File: src/rtl/row_steer_pkg.sv
`timescale 1ns/1ps
package row_steer_pkg;
    typedef enum logic [1:0] {
        PH_IDLE      = 2'd0,
        PH_SEL_FULL  = 2'd1,
        PH_CLEAR     = 2'd2,
        PH_SEL_EMPTY = 2'd3
    } phase_t;

    typedef enum logic [1:0] {
        S_IDLE  = 2'd0,
        S_SETUP = 2'd1,
        S_RUN   = 2'd2,
        S_DONE  = 2'd3
    } state_t;
endpackage

File: src/rtl/row_steer_pattern.sv
`timescale 1ns/1ps
module row_steer_pattern
    import row_steer_pkg::*;
#(
    parameter int N_STEPS = 8,
    parameter int DUR_W   = 8,
    localparam int STEP_W = $clog2(N_STEPS)
) (
    input  logic              clk,
    input  logic              rst_n,
    input  logic              wr_en,
    input  logic [STEP_W-1:0] wr_addr,
    input  phase_t            wr_phase,
    input  logic [DUR_W-1:0]  wr_dur,
    input  logic [STEP_W-1:0] rd_addr,
    output phase_t            rd_phase,
    output logic [DUR_W-1:0]  rd_dur
);
    phase_t           ph_q  [N_STEPS];
    logic [DUR_W-1:0] dur_q [N_STEPS];

    for (genvar i = 0; i < N_STEPS; i++) begin : g_entry
        always_ff @(posedge clk) begin
            if (!rst_n) begin
                ph_q[i]  <= PH_IDLE;
                dur_q[i] <= '0;
            end else if (wr_en && wr_addr == STEP_W'(i)) begin
                ph_q[i]  <= wr_phase;
                dur_q[i] <= wr_dur;
            end
        end
    end

    assign rd_phase = ph_q[rd_addr];
    assign rd_dur   = dur_q[rd_addr];
endmodule

File: src/rtl/row_steer_rowdec.sv
`timescale 1ns/1ps
module row_steer_rowdec #(
    parameter int N_ROWS = 64,
    localparam int ROW_W = $clog2(N_ROWS)
) (
    input  logic [ROW_W-1:0]  row,
    input  logic              gate_on,
    input  logic              clear_on,
    output logic [N_ROWS-1:0] gate,
    output logic [N_ROWS-1:0] clear
);
    for (genvar r = 0; r < N_ROWS; r++) begin : g_row
        assign gate[r]  = gate_on  && (row == ROW_W'(r));
        assign clear[r] = clear_on && (row == ROW_W'(r));
    end
endmodule

File: src/rtl/row_steer_seq.sv
`timescale 1ns/1ps
module row_steer_seq
    import row_steer_pkg::*;
#(
    parameter int N_ROWS  = 64,
    parameter int N_STEPS = 8,
    parameter int DUR_W   = 8,
    localparam int ROW_W  = $clog2(N_ROWS),
    localparam int STEP_W = $clog2(N_STEPS)
) (
    input  logic              clk,
    input  logic              rst_n,
    input  logic              start,
    input  logic              token_in,
    input  logic              cfg_we,
    input  logic [STEP_W-1:0] cfg_addr,
    input  logic [1:0]        cfg_phase,
    input  logic [DUR_W-1:0]  cfg_dur,
    output logic [N_ROWS-1:0] gate,
    output logic [N_ROWS-1:0] clear,
    output logic              sample,
    output logic              busy,
    output logic              token_out
);
    localparam logic [ROW_W-1:0]  LAST_ROW  = ROW_W'(N_ROWS - 1);
    localparam logic [STEP_W-1:0] LAST_STEP = STEP_W'(N_STEPS - 1);

    state_t            state_q, state_nx;
    logic [ROW_W-1:0]  row_q, row_nx;
    logic [STEP_W-1:0] step_q, step_nx;
    logic [DUR_W-1:0]  cnt_q, cnt_nx;
    phase_t            ph_q, ph_nx;
    phase_t            tbl_phase;
    logic [DUR_W-1:0]  tbl_dur;
    logic              row_end;
    logic              gate_on, clear_on;

    row_steer_pattern #(.N_STEPS(N_STEPS), .DUR_W(DUR_W)) u_pattern (
        .clk      (clk),
        .rst_n    (rst_n),
        .wr_en    (cfg_we && state_q == S_IDLE),
        .wr_addr  (cfg_addr),
        .wr_phase (phase_t'(cfg_phase)),
        .wr_dur   (cfg_dur),
        .rd_addr  (step_q),
        .rd_phase (tbl_phase),
        .rd_dur   (tbl_dur)
    );

    // next-state logic
    always_comb begin
        state_nx = state_q;
        row_nx   = row_q;
        step_nx  = step_q;
        cnt_nx   = cnt_q;
        ph_nx    = ph_q;
        row_end  = 1'b0;
        unique case (state_q)
            S_IDLE: begin
                if (start || token_in) begin
                    state_nx = S_SETUP;
                    row_nx   = '0;
                    step_nx  = '0;
                end
            end
            S_SETUP: begin
                if (tbl_dur == '0) begin
                    row_end = 1'b1;
                end else begin
                    cnt_nx   = tbl_dur - DUR_W'(1);
                    ph_nx    = tbl_phase;
                    state_nx = S_RUN;
                end
            end
            S_RUN: begin
                if (cnt_q != '0) begin
                    cnt_nx = cnt_q - DUR_W'(1);
                end else if (step_q == LAST_STEP) begin
                    row_end = 1'b1;
                end else begin
                    step_nx  = step_q + STEP_W'(1);
                    state_nx = S_SETUP;
                end
            end
            S_DONE: state_nx = S_IDLE;
        endcase
        if (row_end) begin
            if (row_q == LAST_ROW) begin
                state_nx = S_DONE;
            end else begin
                row_nx   = row_q + ROW_W'(1);
                step_nx  = '0;
                state_nx = S_SETUP;
            end
        end
    end

    // state register
    always_ff @(posedge clk) begin
        if (!rst_n) begin
            state_q <= S_IDLE;
            row_q   <= '0;
            step_q  <= '0;
            cnt_q   <= '0;
            ph_q    <= PH_IDLE;
        end else begin
            state_q <= state_nx;
            row_q   <= row_nx;
            step_q  <= step_nx;
            cnt_q   <= cnt_nx;
            ph_q    <= ph_nx;
        end
    end

    // outputs
    always_comb begin
        gate_on   = (state_q == S_RUN) && (ph_q == PH_SEL_FULL || ph_q == PH_SEL_EMPTY);
        clear_on  = (state_q == S_RUN) && (ph_q == PH_CLEAR);
        sample    = gate_on && (cnt_q == '0);
        busy      = (state_q == S_SETUP) || (state_q == S_RUN);
        token_out = (state_q == S_DONE);
    end

    row_steer_rowdec #(.N_ROWS(N_ROWS)) u_rowdec (
        .row      (row_q),
        .gate_on  (gate_on),
        .clear_on (clear_on),
        .gate     (gate),
        .clear    (clear)
    );
endmodule

File: config.mk
export PLATFORM = sky130hd
export DESIGN_NAME = row_steer_seq
export DESIGN_NICKNAME = d
export VERILOG_FILES = /design/src/rtl/row_steer_pkg.sv /design/src/rtl/row_steer_pattern.sv /design/src/rtl/row_steer_rowdec.sv /design/src/rtl/row_steer_seq.sv
export SDC_FILE = /design/constraint.sdc
export NUM_CORES = 1
export LEC_CHECK = 0
export BUFFER_PORTS_ARGS = -buffer_cell sky130_fd_sc_hd__buf_2
export CORE_ASPECT_RATIO = 2
export CORE_UTILIZATION = 54
export DETAILED_ROUTE_END_ITERATION = 16
export PLACE_DENSITY = 0.79
export SLEW_MARGIN = 20
export SYNTH_ARGS = -nofsm -noshare
export SYNTH_HDL_FRONTEND = slang
export SYNTH_SLANG_ARGS = --single-unit
File: constraint.sdc
create_clock -name clk -period 3.6 [get_ports clk]
set_input_delay 0.72 -clock clk [delete_from_list [all_inputs] [get_ports clk]]
set_output_delay 0.72 -clock clk [all_outputs]
set_load 0.02 [all_outputs]
==> results.sh <==
export IMPL_start_kind="flip-flop"
export IMPL_routed_via_density=5.73
export IMPL_max_vdd_ir_drop_mv=0.415
export IMPL_hp_class="flip-flop to flip-flop"
export IMPL_ys_seq_area_frac=0.491
export IMPL_critical_path_class="flip-flop to primary output"
export IMPL_io_pins=149
export IMPL_reg2reg_from="step_q[0]$_SDFF_PN0_"
export IMPL_fin_crit_sh=0.951
export IMPL_fp_dieW_um=75.0
export IMPL_syn_num_nets=616
export IMPL_grtUsageTotal=0.316
export IMPL_grt_ovfl_total=0
export IMPL_setup_tns_ns=0
export IMPL_avgSynthCellArea_um2=9.80
export IMPL_rows=53
export IMPL_htree_num_levels=3
export IMPL_die_y_um=148
export IMPL_worstPathRequired_ns=2.88
export IMPL_via_count=5032
export IMPL_synth_area_um2=5750
export IMPL_design_die_area_um2=11100
export IMPL_drv_cap=0
export IMPL_slew_viol_final=0
export IMPL_path_max_fanout=16
export IMPL_rsz0062_at_grt="yes"
export IMPL_clock_latency_ns=0.35
export IMPL_hold_buffers=0
export IMPL_cts_root_buf="clkbuf_16"
export IMPL_synth_edf_count=80
export IMPL_post_route_min_period_ns=3.42
export IMPL_status="completed"
export IMPL_synth_ff_type="edfxtp_1"
export IMPL_worstPathArrival_ns=2.70
export IMPL_max_freq_ghz=0.292
export IMPL_reg2reg_depth=9
export IMPL_place_hpwl_mm=13.1
export IMPL_wirelength_mm=16.9
export IMPL_drt_iter0_drc=306
export IMPL_core_um2=10400
export IMPL_hold_viol=0
export IMPL_synth_seq_cells=101
export IMPL_ant_nets=0
export IMPL_final_nets=765
export IMPL_diodes=0
export IMPL_cts_tree="built"
export IMPL_synthArstFlopShare=0
export IMPL_cts_buffer_depth=2
export IMPL_finClkSkew_ns=0.00469
export IMPL_tightest_slew_ns=0.781
export IMPL_cts_clk_slew_worst_paths_ns=0.07
export IMPL_grt_pass1_vias=4692
export IMPL_start_util=0.552
export IMPL_antenna_found_initial=0
export IMPL_hold_path_depth=2
export IMPL_drtPass1Iterations=5
export IMPL_layout_setup_ws_ns=0.177
export IMPL_min_to="cnt_q[1]$_SDFFE_PN0P_"
export IMPL_syn_inst=587
export IMPL_min_from="cnt_q[1]$_SDFFE_PN0P_"
export IMPL_maxSlewHeadroom=0.477
export IMPL_final_common_cell="nor2_1"
export IMPL_p_per_area_nw_per_um2=443
export IMPL_cp_end_kind="primary output"
export IMPL_numCtsBuffers=9
export IMPL_reg2reg_slack_ns=0.36
export IMPL_io_buffers=148
export IMPL_setup_viol=0
export IMPL_routedWlPerCell_um=19.2
export IMPL_grt_pass1_wl_mm=25.0
export IMPL_cts_sinks=101
export IMPL_ys_warn_count=0
export IMPL_power_leakage_nw=2.96
export IMPL_dpl_worst_slack_ns=0.362
export IMPL_drcViolationCount=0
export IMPL_area_growth_syn_to_layout_pct=21.2
export IMPL_gp_congestion=0.913
export IMPL_worstReg2RegEnd="row_q[2]$_SDFF_PN0_"
export IMPL_grt_max_degree=28
export IMPL_final_cell_mix="154 x nor2_1, 148 x buf_2, 89 x and2_1"
export IMPL_synth_cell_types=49
export IMPL_drive_gt1_frac=0.271
## critical path, stage by stage (launching register included)
cell and delay (ns):
dfxtp_1 0.36, inv_1 0.14, ha_1 0.20, inv_2 0.13
nor3b_1 0.53, nand2_1 0.55, nor2_1 0.26, buf_2 0.19
## layout make-up
cell class | count | area (µm²)
multi-input combinational | 449 | 2770
tap | 137 | 171
fill | 834 | 3440
clock buffer | 10 | 229
clock inverter | 6 | 70.1
timing repair buffer | 164 | 861
sequential | 101 | 2820
inverter | 11 | 41.3
## repair_timing
action,CTS,global route
buffers inserted,0,0
endpoints found under the hold margin,0,0
resized for setup,0,0
setup endpoints to repair,0,32
## where the power goes
group / switching, mW / internal [mW] / total, mW / leakage, nW
Combinational: 0.432 / 0.254 / 0.686 / 1.82
Sequential: 0.0699 / 1.36 / 1.43 / 1.00
Clock: 0.432 / 0.545 / 0.977 / 0.143
## worst max path at each step
stage                                  from                     to  depth (start not counted)
finish              state_q[0]$_SDFFE_PN0P_              clear[38]                          7
global route        state_q[0]$_SDFFE_PN0P_              clear[38]                          7
CTS                 state_q[0]$_SDFFE_PN0P_              clear[38]                          7
detailed placement     step_q[0]$_SDFF_PN0_  cnt_q[7]$_SDFFE_PN0P_                          8
global placement       step_q[0]$_SDFF_PN0_    row_q[2]$_SDFF_PN0_                          9
floorplan              step_q[0]$_SDFF_PN0_  cnt_q[7]$_SDFFE_PN0P_                          9
## Yosys cell counts (all sizes together), types with 3 or more instances
| library cell | number | area [µm²] |
|---|---|---|
| a22oi | 7 | 52.6 |
| ha | 11 | 138 |
| or3b | 3 | 26.3 |
| o211ai | 3 | 22.5 |
| or3 | 4 | 25.0 |
| nand4 | 3 | 18.8 |
| nand2 | 33 | 124 |
| mux2i | 22 | 220 |
| and2 | 89 | 557 |
| mux2 | 5 | 56.3 |
| nor2 | 154 | 578 |
| a21oi | 11 | 55.1 |
| dfxtp | 21 | 420 |
| nor2b | 6 | 37.5 |
| inv | 11 | 41.3 |
| a211oi | 3 | 22.5 |
| xnor2 | 4 | 35.0 |
| edfxtp | 80 | 2400 |
| and3 | 5 | 31.3 |
| clkbuf | 20 | 75.1 |
| nor4 | 3 | 18.8 |
| mux4 | 14 | 315 |
| buf | 6 | 37.5 |
| nand3 | 18 | 90.1 |
| a31oi | 6 | 37.5 |
| o21ai | 17 | 85.1 |
| nor3 | 7 | 35.0 |
## metal layers
layer  share of wire  routed length (µm)  global-route usage
met5               0                   0                   0
met4           0.044                 735               0.175
met1            0.34                5710               0.305
met3           0.056                 952              0.0586
met2            0.56                9470               0.592
## metrics by stage
| stage | total power, mW | util | instance area [µm²] | hold WS [ns] | std cells |
|---|---|---|---|---|---|
| after global placement | 2.10 | 0.641 | 6670 | 0.485 | 862 |
| final | 3.09 | 0.669 | 6970 | 0.496 | 878 |
| after detailed placement | 2.12 | 0.641 | 6670 | 0.475 | 862 |
| after CTS | 3.09 | 0.669 | 6970 | 0.487 | 878 |
| after floorplan | 1.92 | - | 5750 | 0.445 | 587 |
| after global routing | 3.21 | 0.669 | 6970 | 0.537 | 878 |
## kinds of logic after synthesis
kind of cell | synth area share
buffers and inverters | 0.0268
muxes | 0.103
DFF | 0.491
adders and majority gates | 0.0239
xor gates and xnor gates | 0.00761
and+or+nand+nor | 0.285
AOI/OAI and AO/OA | 0.0631
## sequential cells by signal, summed over array words and instances (netlist names)
register,cells
cnt_q,8
ph_q,2
row_q,6
state_q,2
step_q,3
u_pattern.dur_q,64
u_pattern.ph_q,16
(Power assumes the default switching activity.)
